File: src/rtl/xrc_pkg.sv
package xrc_pkg;

  typedef enum logic [3:0] {
    TAP_EX2DR   = 4'h0, TAP_EX1DR  = 4'h1, TAP_SHDR   = 4'h2, TAP_PAUSEDR = 4'h3,
    TAP_SELIR   = 4'h4, TAP_UPDDR  = 4'h5, TAP_CAPDR  = 4'h6, TAP_SELDR   = 4'h7,
    TAP_EX2IR   = 4'h8, TAP_EX1IR  = 4'h9, TAP_SHIR   = 4'hA, TAP_PAUSEIR = 4'hB,
    TAP_RTI     = 4'hC, TAP_UPDIR  = 4'hD, TAP_CAPIR  = 4'hE, TAP_TLR     = 4'hF
  } tap_e;

  typedef enum logic [2:0] {
    SRC_NONE = 3'd0, SRC_POR = 3'd1, SRC_HW = 3'd2, SRC_TRST = 3'd3,
    SRC_TMS  = 3'd4, SRC_CMD = 3'd5, SRC_ARR = 3'd6
  } src_e;

  localparam logic [3:0] OP_DEV_RST = 4'b1101;
  localparam logic [3:0] OP_ARR_CLR = 4'b0010;

endpackage

File: src/rtl/xrc_sync.sv
module xrc_sync #(
  parameter int   STAGES = 2,
  parameter logic INIT   = 1'b1
) (
  input  logic clk,
  input  logic rst,
  input  logic d,
  output logic q
);
  logic [STAGES-1:0] chain;

  always_ff @(posedge clk) begin
    if (rst) chain <= {STAGES{INIT}};
    else     chain <= {chain[STAGES-2:0], d};
  end

  assign q = chain[STAGES-1];
endmodule

File: src/rtl/xrc_tap.sv
module xrc_tap
  import xrc_pkg::*;
#(
  parameter int HOLD = 5
) (
  input  logic clk,
  input  logic rst,
  input  logic force_tlr,
  input  logic tck_rise,
  input  logic tms,
  output tap_e state,
  output logic tms_run_evt
);
  localparam int CW = $clog2(HOLD + 1);
  localparam logic [CW-1:0] CMAX = CW'(HOLD);

  logic [CW-1:0] cnt;
  tap_e nxt;

  always_comb begin
    unique case (state)
      TAP_TLR:     nxt = tms ? TAP_TLR   : TAP_RTI;
      TAP_RTI:     nxt = tms ? TAP_SELDR : TAP_RTI;
      TAP_SELDR:   nxt = tms ? TAP_SELIR : TAP_CAPDR;
      TAP_CAPDR:   nxt = tms ? TAP_EX1DR : TAP_SHDR;
      TAP_SHDR:    nxt = tms ? TAP_EX1DR : TAP_SHDR;
      TAP_EX1DR:   nxt = tms ? TAP_UPDDR : TAP_PAUSEDR;
      TAP_PAUSEDR: nxt = tms ? TAP_EX2DR : TAP_PAUSEDR;
      TAP_EX2DR:   nxt = tms ? TAP_UPDDR : TAP_SHDR;
      TAP_UPDDR:   nxt = tms ? TAP_SELDR : TAP_RTI;
      TAP_SELIR:   nxt = tms ? TAP_TLR   : TAP_CAPIR;
      TAP_CAPIR:   nxt = tms ? TAP_EX1IR : TAP_SHIR;
      TAP_SHIR:    nxt = tms ? TAP_EX1IR : TAP_SHIR;
      TAP_EX1IR:   nxt = tms ? TAP_UPDIR : TAP_PAUSEIR;
      TAP_PAUSEIR: nxt = tms ? TAP_EX2IR : TAP_PAUSEIR;
      TAP_EX2IR:   nxt = tms ? TAP_UPDIR : TAP_SHIR;
      TAP_UPDIR:   nxt = tms ? TAP_SELDR : TAP_RTI;
      default:     nxt = TAP_TLR;
    endcase
  end

  // the run event fires once, on the edge that moves the count to HOLD
  assign tms_run_evt = tck_rise && tms && (cnt == CMAX - 1'b1) && !force_tlr;

  always_ff @(posedge clk) begin
    if (rst || force_tlr) begin
      state <= TAP_TLR;
      cnt   <= '0;
    end else if (tck_rise) begin
      if (!tms)             cnt <= '0;
      else if (cnt != CMAX) cnt <= cnt + 1'b1;
      state <= tms_run_evt ? TAP_TLR : nxt;
    end
  end

  p_cnt_cap_r4: assert property (@(posedge clk) disable iff (rst) cnt <= CMAX);
  p_run_tlr_r4: assert property (@(posedge clk) disable iff (rst)
    tms_run_evt |=> (state == TAP_TLR) && (cnt == CMAX));
  p_force_tlr_r1: assert property (@(posedge clk) disable iff (rst)
    force_tlr |=> (state == TAP_TLR) && (cnt == '0));
  p_low_restart_r4: assert property (@(posedge clk) disable iff (rst)
    (tck_rise && !tms && !force_tlr) |=> (cnt == '0));
  p_idle_hold_r10: assert property (@(posedge clk) disable iff (rst)
    (!tck_rise && !force_tlr) |=> $stable(state));
endmodule

File: src/rtl/xrc_portcfg.sv
module xrc_portcfg #(
  parameter int SW = 4,
  parameter int NC = 8
) (
  input  logic          clk,
  input  logic          rst_full,
  input  logic          rst_mode,
  input  logic          clr_arr,
  input  logic          we,
  input  logic [SW-1:0] w_sel,
  input  logic          w_regd,
  input  logic          w_lclk,
  input  logic          w_oe,
  output logic [SW-1:0] sel,
  output logic          regd,
  output logic          lclk,
  output logic          oe
);
  localparam logic [SW-1:0] SEL_NC = SW'(NC);

  always_ff @(posedge clk) begin
    if (rst_full) begin
      sel  <= SEL_NC;
      regd <= 1'b0;
      lclk <= 1'b0;
      oe   <= 1'b1;
    end else if (rst_mode) begin
      regd <= 1'b0;
      lclk <= 1'b0;
      oe   <= 1'b1;
    end else begin
      if (we) begin
        sel  <= w_sel;
        regd <= w_regd;
        lclk <= w_lclk;
        oe   <= w_oe;
      end
      if (clr_arr) sel <= SEL_NC;
    end
  end

  p_clr_nc_r6: assert property (@(posedge clk) disable iff (rst_full)
    (clr_arr && !rst_mode) |=> (sel == SEL_NC));
  p_clr_keeps_mode_r6: assert property (@(posedge clk) disable iff (rst_full)
    (clr_arr && !we && !rst_mode) |=> $stable(regd) && $stable(lclk) && $stable(oe));
  p_mode_rst_keeps_sel_r3: assert property (@(posedge clk) disable iff (rst_full)
    rst_mode |=> $stable(sel) && !regd && !lclk && oe);
endmodule

File: src/rtl/xrc_ctrl.sv
module xrc_ctrl
  import xrc_pkg::*;
#(
  parameter int N_IN  = 8,
  parameter int N_OUT = 8,
  parameter int HOLD  = 5,
  parameter int SW    = $clog2(N_IN + 1),
  parameter int PW    = (N_OUT > 1) ? $clog2(N_OUT) : 1
) (
  input  logic                clk,
  input  logic                por,
  input  logic                hw_rst_n,
  input  logic                trst_n,
  input  logic                tck,
  input  logic                tms,
  input  logic                instr_vld,
  input  logic [3:0]          instr,
  input  logic                cfg_we,
  input  logic [PW-1:0]       cfg_port,
  input  logic [SW-1:0]       cfg_sel,
  input  logic                cfg_regd,
  input  logic                cfg_lclk,
  input  logic                cfg_oe,
  output logic [N_OUT*SW-1:0] out_sel,
  output logic [N_OUT-1:0]    out_regd,
  output logic [N_OUT-1:0]    out_lclk,
  output logic [N_OUT-1:0]    out_oe,
  output logic [3:0]          tap_state,
  output logic [2:0]          last_src
);
  logic hw_s, trst_s, tck_s, tms_s, tck_d;
  logic hw_req, trst_req, tck_rise;
  logic cmd_rst, arr_clr, tms_evt;
  logic rst_full, rst_mode, any_rst;
  tap_e tap_q;
  src_e src_q;

  xrc_sync #(.STAGES(2), .INIT(1'b1)) u_sync_hw   (.clk(clk), .rst(por), .d(hw_rst_n), .q(hw_s));
  xrc_sync #(.STAGES(2), .INIT(1'b1)) u_sync_trst (.clk(clk), .rst(por), .d(trst_n),   .q(trst_s));
  xrc_sync #(.STAGES(2), .INIT(1'b0)) u_sync_tck  (.clk(clk), .rst(por), .d(tck),      .q(tck_s));
  xrc_sync #(.STAGES(2), .INIT(1'b1)) u_sync_tms  (.clk(clk), .rst(por), .d(tms),      .q(tms_s));

  always_ff @(posedge clk) begin
    if (por) tck_d <= 1'b0;
    else     tck_d <= tck_s;
  end

  assign tck_rise = tck_s && !tck_d;
  assign hw_req   = !hw_s;
  assign trst_req = !trst_s;
  assign cmd_rst  = instr_vld && (instr == OP_DEV_RST);
  assign arr_clr  = instr_vld && (instr == OP_ARR_CLR);
  assign rst_full = por || hw_req;
  assign rst_mode = trst_req || tms_evt || cmd_rst;
  assign any_rst  = rst_full || rst_mode;

  xrc_tap #(.HOLD(HOLD)) u_tap (
    .clk        (clk),
    .rst        (por),
    .force_tlr  (hw_req || trst_req || cmd_rst),
    .tck_rise   (tck_rise),
    .tms        (tms_s),
    .state      (tap_q),
    .tms_run_evt(tms_evt)
  );

  for (genvar i = 0; i < N_OUT; i++) begin : g_port
    xrc_portcfg #(.SW(SW), .NC(N_IN)) u_cfg (
      .clk     (clk),
      .rst_full(rst_full),
      .rst_mode(rst_mode),
      .clr_arr (arr_clr && !any_rst),
      .we      (cfg_we && !any_rst && (cfg_port == PW'(i))),
      .w_sel   (cfg_sel),
      .w_regd  (cfg_regd),
      .w_lclk  (cfg_lclk),
      .w_oe    (cfg_oe),
      .sel     (out_sel[i*SW +: SW]),
      .regd    (out_regd[i]),
      .lclk    (out_lclk[i]),
      .oe      (out_oe[i])
    );
  end

  // priority order of the status register follows R11
  always_ff @(posedge clk) begin
    if (por)           src_q <= SRC_POR;
    else if (hw_req)   src_q <= SRC_HW;
    else if (trst_req) src_q <= SRC_TRST;
    else if (tms_evt)  src_q <= SRC_TMS;
    else if (cmd_rst)  src_q <= SRC_CMD;
    else if (arr_clr)  src_q <= SRC_ARR;
  end

  assign tap_state = tap_q;
  assign last_src  = src_q;

  p_hw_full_r2: assert property (@(posedge clk) disable iff (por)
    hw_req |=> (out_oe == '1) && (out_regd == '0) && (out_lclk == '0)
               && (last_src == SRC_HW) && (tap_state == TAP_TLR));
  p_trst_tlr_r3: assert property (@(posedge clk) disable iff (por)
    (trst_req && !hw_req) |=> (tap_state == TAP_TLR) && (last_src == SRC_TRST));
  p_cmd_defaults_r5: assert property (@(posedge clk) disable iff (por)
    (cmd_rst && !hw_req) |=> (out_oe == '1) && (out_regd == '0) && $stable(out_sel));
  p_other_code_r7: assert property (@(posedge clk) disable iff (por)
    (instr_vld && !cmd_rst && !arr_clr && !cfg_we && !any_rst)
      |=> $stable(out_sel) && $stable(out_regd) && $stable(out_lclk)
          && $stable(out_oe) && $stable(last_src));
  p_prio_hw_cmd_r11: assert property (@(posedge clk) disable iff (por)
    (hw_req && instr_vld) |=> (last_src == SRC_HW));
endmodule

File: config.mk
export PLATFORM = sky130hd
export DESIGN_NAME = xrc_ctrl
export DESIGN_NICKNAME = d
export VERILOG_FILES = /design/src/rtl/xrc_pkg.sv /design/src/rtl/xrc_sync.sv /design/src/rtl/xrc_tap.sv /design/src/rtl/xrc_portcfg.sv /design/src/rtl/xrc_ctrl.sv
export SDC_FILE = /design/constraint.sdc
export NUM_CORES = 1
export LEC_CHECK = 0
export ABC_AREA = 1
export CAP_MARGIN = 20
export CORE_MARGIN = 2
export CORE_UTILIZATION = 50
export DETAILED_ROUTE_END_ITERATION = 6
export PLACE_DENSITY = 0.87
export SLEW_MARGIN = 30
export SYNTH_ARGS = -nofsm -noshare
export SYNTH_HDL_FRONTEND = slang
export SYNTH_HIERARCHICAL = 1
export SYNTH_SLANG_ARGS = --single-unit
export TNS_END_PERCENT = 30
File: constraint.sdc
create_clock -name clk -period 7.1 [get_ports clk]
set_input_delay 0.71 -clock clk [delete_from_list [all_inputs] [get_ports clk]]
set_output_delay 0.71 -clock clk [all_outputs]
set_load 0.01 [all_outputs]
==> impl_metrics.json <==
{
  "final_hold_viol_count": 0,
  "coreArea_um2": 6869,
  "netlist.top_cell.by_area": "dfxtp_1",
  "reg2reg_from": "u_sync_trst/chain[1]",
  "finClkSkew_ns": 0.009278,
  "synthDistinctLibCells": 23,
  "min_period_over_period": 0.5056,
  "synth-seq-cells": 75,
  "grt_pass1_wl_um": 14660,
  "synth-compound-area-share": 0.06029,
  "power.density_nw_per_um2": 187.7,
  "cts_made_buffers": 9,
  "die_area_um2": 7831,
  "syn_avg_cell_area_um2": 6.635,
  "drtIter0Drc": 248,
  "end_kind": "register",
  "drive_above_1_share": 0.08163,
  "syn-cell-area_um2": 3570,
  "yosysWarnings": 6,
  "row_count": 30,
  "grt_start_max_net_pins": 31,
  "nets": 658,
  "hold_start": "u_sync_tck/chain[0]",
  "synth_nets": 563,
  "fin_ws_ns": 3.510,
  "cpPeakStageDelay_ns": 0.53,
  "cp.arrival_ns": 3.83,
  "postCtsSetupRepairBufs": 0,
  "track_usage": 0.2395,
  "max_clock_freq_mhz": 278.6,
  "synth_top_family_by_area": "simple AND/OR/NAND/NOR gates",
  "synth_mux_area_frac": 0,
  "detail-route-antenna-nets": 0,
  "ctsHtreeMaxLevel": 3,
  "status": "completed",
  "port_buffers": 84,
  "worst-path-max-fanout": 30,
  "r2r_setup_slack_ns": 4.10,
  "critPathBufInv": 4,
  "die_y_um": 88.50,
  "die_w_um": 88.50,
  "crit_type": "in -> reg",
  "synth_fa_ha_area_frac": 0.01052,
  "cp_cell_sequence": "clkdlybuf4s50_1 > nand3_2 > o21ai_0 > nor2_1 > nand2_1 > inv_1 > nor2_8 > nand2_2 > nor3_4 > buf_4 > inv_1 > nand2_1 > nand3_1 > nand2_1 > nor2_1",
  "clock-sinks": 75,
  "cts_tree": "yes",
  "drc": 0,
  "crit_slowest_cell": "clkdlybuf4s50_1",
  "place_ws_ns": 3.253,
  "synthToLayoutAreaGrowth_pct": 32.77,
  "slew_viol_final": 0,
  "vias": 3626,
  "antenna_found_initial": 0,
  "antenna-diode-count": 0,
  "peakVddDrop_v": 0.0001147,
  "post_cts_resized": 0,
  "critPathLaunchType": "primary input",
  "netlist.area_leader.share": 0.4206,
  "syn_inst": 538,
  "fin_crit_ns": 3.590,
  "ctsRootBufferMaster": "clkbuf_8",
  "hold_depth": 2,
  "drv_cap": 0,
  "place_congestion": 0.8735,
  "worstPathRequired_ns": 7.34,
  "holdPathEnd": "u_sync_tck/chain[1]",
  "cp_common_cell": "nand2_1",
  "globalRouteOverflowTotal": 0,
  "clk_transition_reported_paths_ns": 0.07,
  "synth_xor_area_frac": 0.002454,
  "finalSetupViolCount": 0,
  "post-dp-hpwl_um": 6623,
  "synthSimpleGateAreaFrac": 0.4147,
  "p_leak_nw": 2.202,
  "grt_pass1_vias": 3318,
  "worstSkewPairLatency_ns": 0.35,
  "reg2reg_to": "g_port[3].u_cfg/sel[2]",
  "post_drt_via_cell_ratio": 4.947,
  "clk_path_buf_depth": 2,
  "io_pins": 85,
  "rsz0062_at_grt": "false",
  "holdBufCountCts": 0,
  "start_util": 0.5197,
  "drt-total-wl_um": 8996,
  "max_slew_margin": 0.5137,
  "ys_seq_area_frac": 0.4206,
  "tightest_slew_ns": 0.7269,
  "cp-startpoint": "instr[3]",
  "synthTopCellsByArea": "dfxtp_1, nand2_1, nor2_1, inv_1, nand3_1",
  "finalSetupTns_ns": 0,
  "r2r_cells": 15,
  "hold_class": "reg -> reg",
  "wl_per_cell_um": 12.27,
  "cp_top_family": "simple AND/OR/NAND/NOR gates",
  "dr.pass1.iters": 6
}
==> sequential cells by signal (all words and copies together) (netlist names) <==
name	cells
g_port.u_cfg/sel	32
g_port.u_cfg/lclk	8
g_port.u_cfg/oe	8
g_port.u_cfg/regd	8
u_tap/state	4
last_src	3
u_tap/cnt	3
u_sync_hw/chain	2
u_sync_tck/chain	2
u_sync_tms/chain	2
u_sync_trst/chain	2
tck_d	1
==> cell usage after synthesis <==
master and n:
nand4_1 10, nand3_1 37, nor2_1 85, dfxtp_1 75, o21ai_1 8, buf_6 1, nand3_2 2, nand4_4 1
o21ai_0 6, nand2_2 2, or2_2 8, nand2_1 171, nor3_2 1, nor2_8 1, a21oi_1 26, xor2_1 1
nor2_2 4, o21bai_1 1, ha_1 3, a21boi_1 1, nor2_4 10, inv_2 8, inv_1 76
==> cells in the final DEF (no fill, tap or decap) <==
master,instances
o21bai_1,1
o21ai_1,8
clkbuf_1,1
clkbuf_8,9
nand4_1,10
clkdlybuf4s50_1,84
ha_1,3
nand3_1,37
xor2_1,1
a21oi_1,26
nor3_4,1
inv_2,8
dfxtp_1,75
nor2_1,85
buf_4,1
nand3_2,2
inv_1,76
nor2_2,4
bufinv_16,2
nor2_8,1
clkinv_4,1
nand2_1,171
nor2_4,10
o21ai_0,6
nand2_2,2
a21boi_1,1
clkinv_2,2
nand4_4,1
or2_2,8
==> final cells by class <==
class,instances,area [um^2]
inverter,84,315.3
sequential,75,1501
multi-input combinational,378,1748
timing repair buffer,85,848.3
tap,96,120.1
clock buffer,10,127.6
clock inverter,5,78.83
fill,570,2130
==> power breakdown <==
part	internal [W]	switching (W)
Clock	0.000195	0.000152
Sequential	0.000430	0.00000706
Combinational	0.0000428	0.0000619
==> tightest hold or removal path, stage by stage, from the launching register on <==
cell     delay [ns]
dfxtp_1        0.30
inv_1          0.04
nor2_1         0.03
==> logic make-up (layout without fill, tap and decap cells) <==
family	Yosys count	count (layout)
buf+inv	85	184
flops	75	75
compound gates	42	42
simple gates	332	332
xor+xnor	1	1
fa+ha+maj	3	3
==> metrics by stage <==
| step | power (W) | area, um^2 | hold slack, ns | util | std cells |
|---|---|---|---|---|---|
| final | 0.0008896 | 4740 | 0.4053 | 0.6900 | 733 |
| after global routing | 0.0009263 | 4740 | 0.4345 | 0.6900 | 733 |
| after CTS | 0.0008941 | 4740 | 0.4058 | 0.6900 | 733 |
| after detailed placement | 0.0005499 | 4533 | 0.3962 | 0.6599 | 718 |
| after global placement | 0.0005470 | 4533 | 0.3896 | 0.6599 | 718 |
| after floorplan | 0.0005036 | 3570 | 0.3865 | - | 538 |
==> worst max path at each step <==
stage	to	slack [ns]	depth (start not counted)
6_report	g_port[3].u_cfg/sel[2]	3.51	15
5_1_grt	g_port[3].u_cfg/sel[2]	3.27	15
4_1_cts	g_port[3].u_cfg/sel[2]	3.59	15
3_5_place_dp	g_port[3].u_cfg/sel[2]	3.25	15
3_3_place_gp	g_port[3].u_cfg/sel[1]	3.44	15
2_1_floorplan	g_port[0].u_cfg/sel[1]	3.54	14
==> per-layer routing <==
metal / global-route usage / share of wire
met5: 0 / 0
met4: 0.1061 / 0.026
met3: 0.03918 / 0.055
met2: 0.3958 / 0.48
met1: 0.3093 / 0.44
No activity file was read; power rests on OpenSTA's default activity.
